### src/rtl/spi_nand_pkg.sv
package spi_nand_pkg;
  localparam int BYTE_W = 8;

  localparam logic [BYTE_W-1:0] OPC_WR_DUAL = 8'h08;
  localparam logic [BYTE_W-1:0] OPC_CFG     = 8'h09;
  localparam logic [BYTE_W-1:0] OPC_RD      = 8'h0A;
  localparam logic [BYTE_W-1:0] OPC_RD_LONG = 8'h0B;
  localparam logic [BYTE_W-1:0] OPC_LED_ON  = 8'h0C;
  localparam logic [BYTE_W-1:0] OPC_LED_OFF = 8'h0D;

  typedef enum logic [2:0] {
    PH_OPC, PH_CFG, PH_IGN, PH_WR, PH_DUMMY, PH_RD
  } phase_e;
endpackage

### src/rtl/spi_in_sync.sv
module spi_in_sync #(
  parameter int STAGES = 2
) (
  input  logic clk_i,
  input  logic rst_ni,
  input  logic sclk_i,
  input  logic csn_i,
  input  logic d0_i,
  input  logic d1_i,
  output logic rise_o,
  output logic fall_o,
  output logic cs_act_o,
  output logic d0_o,
  output logic d1_o
);
  localparam logic [3:0] IDLE = 4'b0100; // {sclk, csn, d1, d0}

  logic [3:0] pipe_q [STAGES];
  logic       sclk_prev_q;
  logic [3:0] last;

  always_ff @(posedge clk_i or negedge rst_ni) begin
    if (!rst_ni) begin
      for (int i = 0; i < STAGES; i++) pipe_q[i] <= IDLE;
      sclk_prev_q <= 1'b0;
    end else begin
      pipe_q[0] <= {sclk_i, csn_i, d1_i, d0_i};
      for (int i = 1; i < STAGES; i++) pipe_q[i] <= pipe_q[i-1];
      sclk_prev_q <= pipe_q[STAGES-1][3];
    end
  end

  assign last     = pipe_q[STAGES-1];
  assign cs_act_o = !last[2];
  assign rise_o   = cs_act_o && last[3] && !sclk_prev_q;
  assign fall_o   = cs_act_o && !last[3] && sclk_prev_q;
  assign d1_o     = last[1];
  assign d0_o     = last[0];
endmodule

### src/rtl/spi_shift.sv
module spi_shift
  import spi_nand_pkg::*;
(
  input  logic              clk_i,
  input  logic              rst_ni,
  input  logic              cs_act_i,
  input  logic              rise_i,
  input  logic              fall_i,
  input  logic              d0_i,
  input  logic              d1_i,
  input  logic              dual_i,
  input  logic              load_i,
  input  logic [BYTE_W-1:0] load_byte_i,
  output logic              byte_vld_o,
  output logic [BYTE_W-1:0] byte_o,
  output logic              miso_o
);
  localparam int CW = $clog2(BYTE_W);

  logic [CW-1:0]     cnt_q;
  logic [BYTE_W-1:0] rx_q, rx_nxt, tx_q, pend_byte_q;
  logic              pend_q;
  logic [CW-1:0]     last_cnt;

  assign rx_nxt   = dual_i ? {rx_q[BYTE_W-3:0], d0_i, d1_i} : {rx_q[BYTE_W-2:0], d0_i};
  assign last_cnt = dual_i ? CW'(BYTE_W/2 - 1) : CW'(BYTE_W - 1);

  always_ff @(posedge clk_i or negedge rst_ni) begin
    if (!rst_ni) begin
      cnt_q <= '0; rx_q <= '0; tx_q <= '0; pend_q <= 1'b0;
      pend_byte_q <= '0; byte_vld_o <= 1'b0; byte_o <= '0;
    end else if (!cs_act_i) begin
      cnt_q <= '0; tx_q <= '0; pend_q <= 1'b0; byte_vld_o <= 1'b0;
    end else begin
      byte_vld_o <= 1'b0;
      if (rise_i) begin
        rx_q <= rx_nxt;
        if (cnt_q == last_cnt) begin
          cnt_q      <= '0;
          byte_vld_o <= 1'b1;
          byte_o     <= rx_nxt;
        end else begin
          cnt_q <= cnt_q + 1'b1;
        end
      end
      if (fall_i) begin
        if (pend_q) begin
          tx_q   <= pend_byte_q;
          pend_q <= 1'b0;
        end else begin
          tx_q <= {tx_q[BYTE_W-2:0], 1'b0};
        end
      end
      if (load_i) begin
        pend_q      <= 1'b1;
        pend_byte_q <= load_byte_i;
      end
    end
  end

  assign miso_o = tx_q[BYTE_W-1];

  a_r5_dual_cnt_range: assert property (@(posedge clk_i) disable iff (!rst_ni)
    dual_i |-> cnt_q < CW'(BYTE_W/2));
  a_r9_cnt_cleared: assert property (@(posedge clk_i) disable iff (!rst_ni)
    !cs_act_i |=> (cnt_q == '0 && !byte_vld_o));
endmodule

### src/rtl/spi_nand_ctrl.sv
module spi_nand_ctrl
  import spi_nand_pkg::*;
#(
  parameter logic [BYTE_W-1:0] CFG_RST     = 8'h1F,
  parameter int                SHORT_DUMMY = 1,
  parameter int                LONG_DUMMY  = 4
) (
  input  logic              clk_i,
  input  logic              rst_ni,
  input  logic              cs_act_i,
  input  logic              byte_vld_i,
  input  logic [BYTE_W-1:0] byte_i,
  input  logic [BYTE_W-1:0] nand_rdata_i,
  output logic              dual_o,
  output logic              load_o,
  output logic [BYTE_W-1:0] load_byte_o,
  output logic [BYTE_W-1:0] cfg_o,
  output logic              led_o,
  output logic [BYTE_W-1:0] nand_wdata_o,
  output logic              nand_we_o,
  output logic              nand_re_o
);
  localparam int DW = $clog2(LONG_DUMMY + 1);

  phase_e            phase_q;
  logic [DW-1:0]     dcnt_q;
  logic              hold_vld_q, re_d1_q;
  logic [BYTE_W-1:0] hold_q;

  always_ff @(posedge clk_i or negedge rst_ni) begin
    if (!rst_ni) begin
      phase_q <= PH_OPC; dcnt_q <= '0; hold_vld_q <= 1'b0; hold_q <= '0;
      cfg_o <= CFG_RST; led_o <= 1'b0; nand_wdata_o <= '0;
      nand_we_o <= 1'b0; nand_re_o <= 1'b0; re_d1_q <= 1'b0;
    end else begin
      re_d1_q <= nand_re_o;
      if (!cs_act_i) begin
        phase_q <= PH_OPC; hold_vld_q <= 1'b0;
        nand_we_o <= 1'b0; nand_re_o <= 1'b0;
      end else begin
        nand_we_o <= 1'b0;
        nand_re_o <= 1'b0;
        if (byte_vld_i) begin
          unique case (phase_q)
            PH_OPC: begin
              unique case (byte_i)
                OPC_WR_DUAL: phase_q <= PH_WR;
                OPC_CFG:     phase_q <= PH_CFG;
                OPC_RD:      begin dcnt_q <= DW'(SHORT_DUMMY - 1); phase_q <= PH_DUMMY; end
                OPC_RD_LONG: begin dcnt_q <= DW'(LONG_DUMMY - 1);  phase_q <= PH_DUMMY; end
                OPC_LED_ON:  begin led_o <= 1'b1; phase_q <= PH_IGN; end
                OPC_LED_OFF: begin led_o <= 1'b0; phase_q <= PH_IGN; end
                default:     phase_q <= PH_IGN;
              endcase
            end
            PH_CFG: begin
              cfg_o   <= byte_i;
              phase_q <= PH_IGN;
            end
            PH_WR: begin
              // one-byte lag: the final byte before deselect is the dummy
              if (hold_vld_q) begin
                nand_wdata_o <= hold_q;
                nand_we_o    <= 1'b1;
              end
              hold_q     <= byte_i;
              hold_vld_q <= 1'b1;
            end
            PH_DUMMY: begin
              if (dcnt_q == '0) begin
                nand_re_o <= 1'b1;
                phase_q   <= PH_RD;
              end else begin
                dcnt_q <= dcnt_q - 1'b1;
              end
            end
            PH_RD:   nand_re_o <= 1'b1;
            default: ;
          endcase
        end
      end
    end
  end

  assign dual_o      = (phase_q == PH_WR);
  assign load_o      = re_d1_q;
  assign load_byte_o = nand_rdata_i;

  a_r11_we_single: assert property (@(posedge clk_i) disable iff (!rst_ni)
    nand_we_o |=> !nand_we_o);
  a_r11_re_single: assert property (@(posedge clk_i) disable iff (!rst_ni)
    nand_re_o |=> !nand_re_o);
  a_r3_cfg_hold: assert property (@(posedge clk_i) disable iff (!rst_ni)
    !byte_vld_i |=> $stable(cfg_o));
  a_r4_led_hold: assert property (@(posedge clk_i) disable iff (!rst_ni)
    !byte_vld_i |=> $stable(led_o));
  a_r9_idle_no_strobe: assert property (@(posedge clk_i) disable iff (!rst_ni)
    !cs_act_i |=> (!nand_we_o && !nand_re_o));
endmodule

### src/rtl/spi_nand_bridge.sv
module spi_nand_bridge
  import spi_nand_pkg::*;
#(
  parameter int                SYNC_STAGES = 2,
  parameter logic [BYTE_W-1:0] CFG_RST     = 8'h1F,
  parameter int                SHORT_DUMMY = 1,
  parameter int                LONG_DUMMY  = 4
) (
  input  logic              clk_i,
  input  logic              rst_ni,
  input  logic              spi_sclk_i,
  input  logic              spi_csn_i,
  input  logic              spi_mosi_i,
  input  logic              spi_sio1_i,
  output logic              spi_miso_o,
  output logic [BYTE_W-1:0] cfg_o,
  output logic              led_o,
  output logic [BYTE_W-1:0] nand_wdata_o,
  output logic              nand_we_o,
  output logic              nand_re_o,
  input  logic [BYTE_W-1:0] nand_rdata_i
);
  logic rise, fall, cs_act, d0, d1, dual, load, byte_vld;
  logic [BYTE_W-1:0] load_byte, rx_byte;

  spi_in_sync #(.STAGES(SYNC_STAGES)) u_sync (
    .clk_i, .rst_ni, .sclk_i(spi_sclk_i), .csn_i(spi_csn_i),
    .d0_i(spi_mosi_i), .d1_i(spi_sio1_i),
    .rise_o(rise), .fall_o(fall), .cs_act_o(cs_act), .d0_o(d0), .d1_o(d1)
  );

  spi_shift u_shift (
    .clk_i, .rst_ni, .cs_act_i(cs_act), .rise_i(rise), .fall_i(fall),
    .d0_i(d0), .d1_i(d1), .dual_i(dual), .load_i(load), .load_byte_i(load_byte),
    .byte_vld_o(byte_vld), .byte_o(rx_byte), .miso_o(spi_miso_o)
  );

  spi_nand_ctrl #(
    .CFG_RST(CFG_RST), .SHORT_DUMMY(SHORT_DUMMY), .LONG_DUMMY(LONG_DUMMY)
  ) u_ctrl (
    .clk_i, .rst_ni, .cs_act_i(cs_act), .byte_vld_i(byte_vld), .byte_i(rx_byte),
    .nand_rdata_i, .dual_o(dual), .load_o(load), .load_byte_o(load_byte),
    .cfg_o, .led_o, .nand_wdata_o, .nand_we_o, .nand_re_o
  );
endmodule

### config.mk
export PLATFORM = sky130hd
export DESIGN_NAME = spi_nand_bridge
export DESIGN_NICKNAME = d
export VERILOG_FILES = /design/src/rtl/spi_nand_pkg.sv /design/src/rtl/spi_in_sync.sv /design/src/rtl/spi_shift.sv /design/src/rtl/spi_nand_ctrl.sv /design/src/rtl/spi_nand_bridge.sv
export SDC_FILE = /design/constraint.sdc
export NUM_CORES = 1
export LEC_CHECK = 0
export CORE_ASPECT_RATIO = 0.75
export CORE_MARGIN = 10
export CORE_UTILIZATION = 55
export CTS_CLUSTER_DIAMETER = 60
export CTS_CLUSTER_SIZE = 30
export DETAILED_ROUTE_END_ITERATION = 6
export PLACE_DENSITY = 0.78
export SYNTH_ARGS = -nofsm -noshare
export SYNTH_HDL_FRONTEND = slang
export SYNTH_SLANG_ARGS = --single-unit
export TNS_END_PERCENT = 30
### constraint.sdc
create_clock -name clk_i -period 5.6 [get_ports clk_i]
set_input_delay 0.84 -clock clk_i [delete_from_list [all_inputs] [get_ports clk_i]]
set_output_delay 0.84 -clock clk_i [all_outputs]
set_load 0.02 [all_outputs]
Word level (Yosys, flattened, before mapping)
Index checks and enable logic that the tools add are counted.
W data, S select, Z words.
- register bits: 80
- bits of input ports: 14
- output and inout bits: 20
- logic and storage cells: 99
- add/subtract/negate cells: 2
- equality and inequality tests: 14
- mux-type cells: 34
- bitwise operators: 1
- reduce and logical (&&, ||, !) cells: 28
- operators by type and width (operator ; count):
    $eq A8 B4 Y1 const B ; 6
    $mux W8 ; 4
    $mux W3 ; 8
    $pmux W3 S3 ; 2
    $mux W1 ; 16
    $pmux W3 S2 ; 2
    $reduce_and A3 Y1 ; 4
    $reduce_bool A2 Y1 ; 6
    $reduce_and A4 Y1 ; 2
    $eq A3 B3 Y1 const B ; 2
    $logic_not A3 Y1 ; 2
    $reduce_and A2 Y1 ; 3
    $reduce_and A5 Y1 ; 1
    $logic_and A1 B1 Y1 ; 4
    $pmux W1 S2 ; 2
    $reduce_bool A4 Y1 ; 1
    $add A3 B1 Y3 const B ; 1
    $eq A3 B1 Y1 const B ; 1
    $eq A3 B2 Y1 const B ; 1
    $eq A3 B3 Y1 ; 1
    $logic_not A1 Y1 ; 3
    $ne A3 B1 Y1 const B ; 1
    $ne A3 B2 Y1 const B ; 1
    $reduce_bool A3 Y1 ; 1
    4 further kinds ; 4

Depth between registers and ports, before layout
- depth after elaboration: 6
- mapped depth: 7
- mapped depth without buffers: 6

Cells and area by module
A second synthesis with hierarchy kept.
- cells, all modules: 263
- area total of the unflattened synthesis: 3438.3 µm²
- modules (own cells, without submodules) (module ; times used ; cells each ; area an instance (µm²) ; sequential area each (µm²)):
    spi_shift ; 1 ; 129 ; 1605.3 ; 900.9
    spi_nand_ctrl ; 1 ; 122 ; 1586.5 ; 882.1
    spi_in_sync ; 1 ; 12 ; 246.5 ; 227.7

Worst setup path after synthesis
OpenSTA, ideal clock, no wires.
- path kind: register to register
- from: register u_ctrl.phase_q[1]
- to: register u_ctrl.nand_wdata_o[0]
- library setup time: 0.125 ns
- arrival time: 1.782 ns
- required time: 5.475 ns
- setup slack: 3.693 ns
- cell stages (with the launch flop): 8
- buffers on the path: 3
- clock period less this slack: 1.907 ns
- cells stage by stage: dfrtp_1 > buf_4 > inv_1 > or4_4 > buf_6 > or2_1 > buf_6 > mux2_4
- longest elaborated chain between the ends: 2
- ends and longest elaborated chain (what ; RTL line ; RTL):
    start, declared ; spi_nand_ctrl.sv:25 ; phase_e phase_q;
    start signal, assigned ; spi_nand_ctrl.sv:32 ; phase_q <= PH_OPC; dcnt_q <= '0; hold_vld_q <= 1'b0; hold_q <= '0;
    start signal, assigned ; spi_nand_ctrl.sv:38 ; phase_q <= PH_OPC; hold_vld_q <= 1'b0;
    start signal, assigned ; spi_nand_ctrl.sv:47 ; OPC_WR_DUAL: phase_q <= PH_WR;
    $eq A3 B2 Y1 ; spi_nand_ctrl.sv:44 ; unique case (phase_q)
    $reduce_and A4 Y1 (no line) ; - ;
    end signal, assigned ; spi_nand_ctrl.sv:63 ; nand_wdata_o <= hold_q;
    end, declared ; spi_nand_ctrl.sv:19 ; output logic [BYTE_W-1:0] nand_wdata_o,
Every way passes these cells.
A chain may end at the register's enable or synchronous reset.

Worst setup path after layout
- from: register u_ctrl.cfg_o[2]
- to: output cfg_o[2]
- RTL lines (what ; RTL line ; RTL):
    start, declared ; spi_nand_ctrl.sv:17 ; output logic [BYTE_W-1:0] cfg_o,
    start signal, assigned ; spi_nand_ctrl.sv:57 ; cfg_o <= byte_i;
    end, declared ; spi_nand_bridge.sv:16 ; output logic [BYTE_W-1:0] cfg_o,
No word-level cell between the ends.

==> results.rst <==
.. list-table::
   :header-rows: 1

   * - Metric
     - Value
   * - Min-Delay Startpoint
     - u_sync.pipe_q[5]$_DFF_PN0_
   * - DR WL/cell
     - approximately 17 um
   * - Total routing resource utilization after global routing
     - 0.139
   * - Most frequent cell after synthesis
     - sky130_fd_sc_hd__dfrtp_1
   * - Total length of routed wires
     - slightly above 6 mm
   * - End of the worst register-to-register path
     - u_shift.byte_o[6]$_DFFE_PN0P_
   * - Cell with the largest stage delay on the worst path
     - sky130_fd_sc_hd__clkdlybuf4s50_1
   * - Yosys synthesis warning count
     - 0
   * - Area share of the leading cell type in the synthesized netlist
     - 0.554
   * - Net count of the mapped netlist
     - 273
   * - Initial antenna violation count
     - 0
   * - Total congestion overflow after global routing
     - 0
   * - Path type of the worst min-delay path
     - reg -> reg
   * - Pre-CTS WS
     - roughly 3.4 ns
   * - Port buffer count
     - 33
   * - DRC viols
     - 0
   * - Cell count after synthesis
     - between 200 and 300
   * - Number of flops mapped to enable cells by yosys
     - 0
   * - Number of H-tree branching levels
     - 3
   * - Power after layout
     - 1.11 mW
   * - Register-to-Register Path Depth
     - 4
   * - Cell type contributing the most total cell area after synthesis
     - sky130_fd_sc_hd__dfrtp_1
   * - Post-route clock skew
     - ~0.0091 ns
   * - Fraction of final layout cells with drive strength greater than 1
     - 0.217
   * - Count of instances resized after the clock tree is built
     - 0
   * - Design internal power
     - 0.869 mW
   * - Number of global-route vias before repair
     - between 2000 and 2500
   * - IO Pins
     - 34
   * - Startpoint type of the worst setup path
     - flop
   * - Final setup slack of the worst path
     - 3.27 ns
   * - Count of TritonRoute iterations in the first routing pass
     - 5
   * - Switching share of total power
     - 0.220
   * - Setup repair after global routing missed its margin
     - no
   * - Commonest cells in the synthesized netlist
     - 73 x sky130_fd_sc_hd__dfrtp_1, 25 x sky130_fd_sc_hd__mux2_2, 20 x sky130_fd_sc_hd__mux2i_1, 18 x sky130_fd_sc_hd__nand2_1, 16 x sky130_fd_sc_hd__o21ai_0
   * - Buffer cell driving the clock tree root
     - sky130_fd_sc_hd__clkbuf_8
   * - Detailed-routing wirelength on met1
     - around 2.9 mm
   * - Vias per Instance
     - 5.43
   * - Hold violation total from the final report
     - 0
   * - Core Rows
     - 24
   * - Dominant synthesized flop cell
     - sky130_fd_sc_hd__dfrtp_1
   * - Final number of max-transition violations
     - 0
   * - Num CTS Buffers
     - 9
   * - Number of inserted diodes
     - 0
   * - Sum of met3 wire segment lengths after detailed routing
     - roughly 460 um
   * - Kind of end point of the critical path
     - output pin
   * - Area of the die
     - ~9500 um2
   * - Worst r2r src
     - u_ctrl.phase_q[2]$_DFFE_PN0P_
   * - Cells along the critical path
     - clkdlybuf4s50_1
   * - Sinks on the clock net
     - 80
   * - Maximum root-to-sink buffer count
     - 2
   * - CP Class
     - reg -> out
   * - Highest metal layer with signal wires
     - met4
   * - HPWL after DPL
     - between 4 and 5 mm
   * - Number of endpoints failing setup at the final stage
     - 0
   * - CTS tree
     - yes
   * - Filler cells
     - around 440
   * - Core region area
     - about 5800 um2
   * - Leakage power figure
     - 1.76 nW
   * - Share of flip-flops with an asynchronous set or reset after synthesis
     - 1.00
   * - Wire length of the first global-routing pass
     - 10.4 mm
   * - Highest Clock Rate
     - approximately 0.43 GHz
   * - Total Neg Setup Slack
     - 0 ns
   * - Maximum number of pins on one net before global-route repair
     - a little over 80
   * - Floorplan die height
     - 87.0 um
   * - Met2 layer wire length in the routed design
     - 2.79 mm
   * - Effective utilization at floorplan
     - 0.566
   * - Buffer count from post-CTS setup fixing
     - 0
   * - Slew of the pin with the lowest slew margin
     - around 0.98 ns
   * - Switching Power
     - 0.246 mW
   * - Portion of total power attributed to combinational logic
     - 0.048
   * - Final ANT Viol Nets
     - 0
   * - Share of the yosys chip area belonging to registers
     - 0.610
   * - Worst ir drop on vdd
     - approximately 0.00019 V
   * - Final GP Congestion
     - between 0.8 and 0.9
   * - Hold buffers post-CTS
     - 0
   * - Area growth, synth to finish
     - 17.5%
   * - Worst setup path startpoint
     - u_ctrl.cfg_o[2]$_DFFE_PN1P_
   * - Largest cells by area after synthesis
     - sky130_fd_sc_hd__dfrtp_1 55%, sky130_fd_sc_hd__mux2_2 8.5%, sky130_fd_sc_hd__mux2i_1 6.1%, sky130_fd_sc_hd__dfstp_2 5.6%, sky130_fd_sc_hd__mux2_4 3.6%
   * - Starting DRT DRC Count
     - between 100 and 150
   * - Highest net fanout along the worst path
     - 2
   * - Combined area of all synthesized cells
     - between 3000 and 4000 um2
   * - Family of cells with the greatest summed delay on the critical path
     - buffers and inverters
   * - Run status
     - finished clean
   * - Clock transition at the registers of the reported paths
     - roughly 0.080 ns
   * - Average instance area after synthesis
     - ~13 um2
   * - Power density cells
     - 288 nW/um2
   * - Levels on crit path
     - 1
   * - Max transition margin
     - 0.344
   * - # nets final
     - 307
   * - Worst setup path endpoint
     - cfg_o[2]
   * - DR vias
     - 2024
   * - Clk_lat worst skew
     - around 0.35 ns
   * - Die X-Extent
     - about 110 um
   * - Flop and latch count out of synthesis
     - 80
   * - Max-cap violations
     - 0
   * - Clock network fraction of design power
     - 0.408
   * - Slowest stage delay, CP
     - 0.62 ns
   * - Worst Path Buf+Inv
     - 1
   * - Crit path required time
     - approximately 4.8 ns
   * - Worst reg-to-reg setup slack
     - 3.35 ns
   * - Cell variety after synth
     - 43
   * - Arrival time at the worst endpoint
     - about 1.5 ns
   * - Share of the clock period used by the worst path
     - 0.417
   * - Sequential fraction of design power
     - 0.545
   * - Tmin final
     - about 2.3 ns
==> final cells by class <==
| cell class | instances | area [um2] | share of cell area |
|---|---|---|---|
| well taps | 78 | 97.6 | 0.0252 |
| multi-input cells | 151 | 1170 | 0.301 |
| inverters | 14 | 52.6 | 0.0136 |
| repair buffers | 34 | 335 | 0.0866 |
| flip-flops and latches | 80 | 2010 | 0.519 |
| clock buffers | 10 | 128 | 0.0329 |
| clock inverters | 6 | 83.8 | 0.0216 |
==> flip-flops by register name (all words and copies together), names as in the netlist <==
| register | flops |
|---|---|
| u_ctrl.hold_vld_q | 1 |
| u_shift.pend_byte_q | 8 |
| u_ctrl.dcnt_q | 3 |
| u_shift.rx_q | 7 |
| u_ctrl.load_o | 1 |
| u_shift.tx_q | 8 |
| u_sync.last | 4 |
| u_ctrl.nand_we_o | 1 |
| u_shift.byte_vld_o | 1 |
| u_sync.pipe_q | 4 |
| u_shift.cnt_q | 3 |
| u_ctrl.phase_q | 3 |
| u_ctrl.nand_wdata_o | 8 |
| u_ctrl.nand_re_o | 1 |
| u_ctrl.hold_q | 8 |
| u_shift.byte_o | 8 |
| u_shift.pend_q | 1 |
| u_sync.sclk_prev_q | 1 |
| u_ctrl.cfg_o | 8 |
| u_ctrl.led_o | 1 |
==> routing by layer <==
metal / vias up / GRT usage
met3: 5 / 0.0488
met2: 60 / 0.212
met4: 0 / 0.0460
met5: - / 0
met1: 1000 / 0.181
li1: 959 / -
==> stage by stage <==
stage          cell area, um2   util  hold slack, ns  cells
3_5_place_dp             3660  0.629           0.341    357
3_3_place_gp             3660  0.629           0.333    357
6_report                 3870  0.665           0.355    373
4_1_cts                  3870  0.665           0.357    373
5_1_grt                  3870  0.665           0.363    373
2_1_floorplan            3300      -           0.331    256
==> layout by cell type, fill, tap and decap left out, drive strengths merged, types with 3 or more instances in the layout <==
master	n
ha	3
nor2	15
inv	14
clkdlybuf4s50	32
dfrtp	73
mux2	33
mux2i	20
o21ai	16
nand2	18
a21oi	9
nor2b	3
dfstp	7
clkbuf	10
clkinv	4
nor3	3
==> cells by family after synthesis <==
kind of cell	synth area share
flip-flops	0.610
AND/OR/NAND/NOR	0.0858
multiplexers	0.183
AO/OA/AOI/OAI	0.0687
buffers and inverters	0.0361
adder cells (fa/ha/maj)	0.0114
XOR/XNOR	0.00532
==> worst min path at each step <==
stage	endpoint	cells past startpoint
CTS	u_sync.last[1]$_DFF_PN0_	0
finish	u_sync.last[1]$_DFF_PN0_	0
global placement	u_sync.last[1]$_DFF_PN0_	0
floorplan	u_sync.last[0]$_DFF_PN0_	0
global route	u_sync.last[1]$_DFF_PN0_	0
detailed placement	u_sync.last[1]$_DFF_PN0_	0
==> power groups by stage <==
stage                     logic [mW]  registers [mW]  clock network, mW
final                         0.0530           0.607              0.454
after global routing          0.0617           0.609              0.489
after CTS                     0.0547           0.607              0.465
after detailed placement      0.0545           0.618                  0
after global placement        0.0520           0.617                  0
after floorplan               0.0277           0.614                  0
Power figures use the tool's default switching activity.
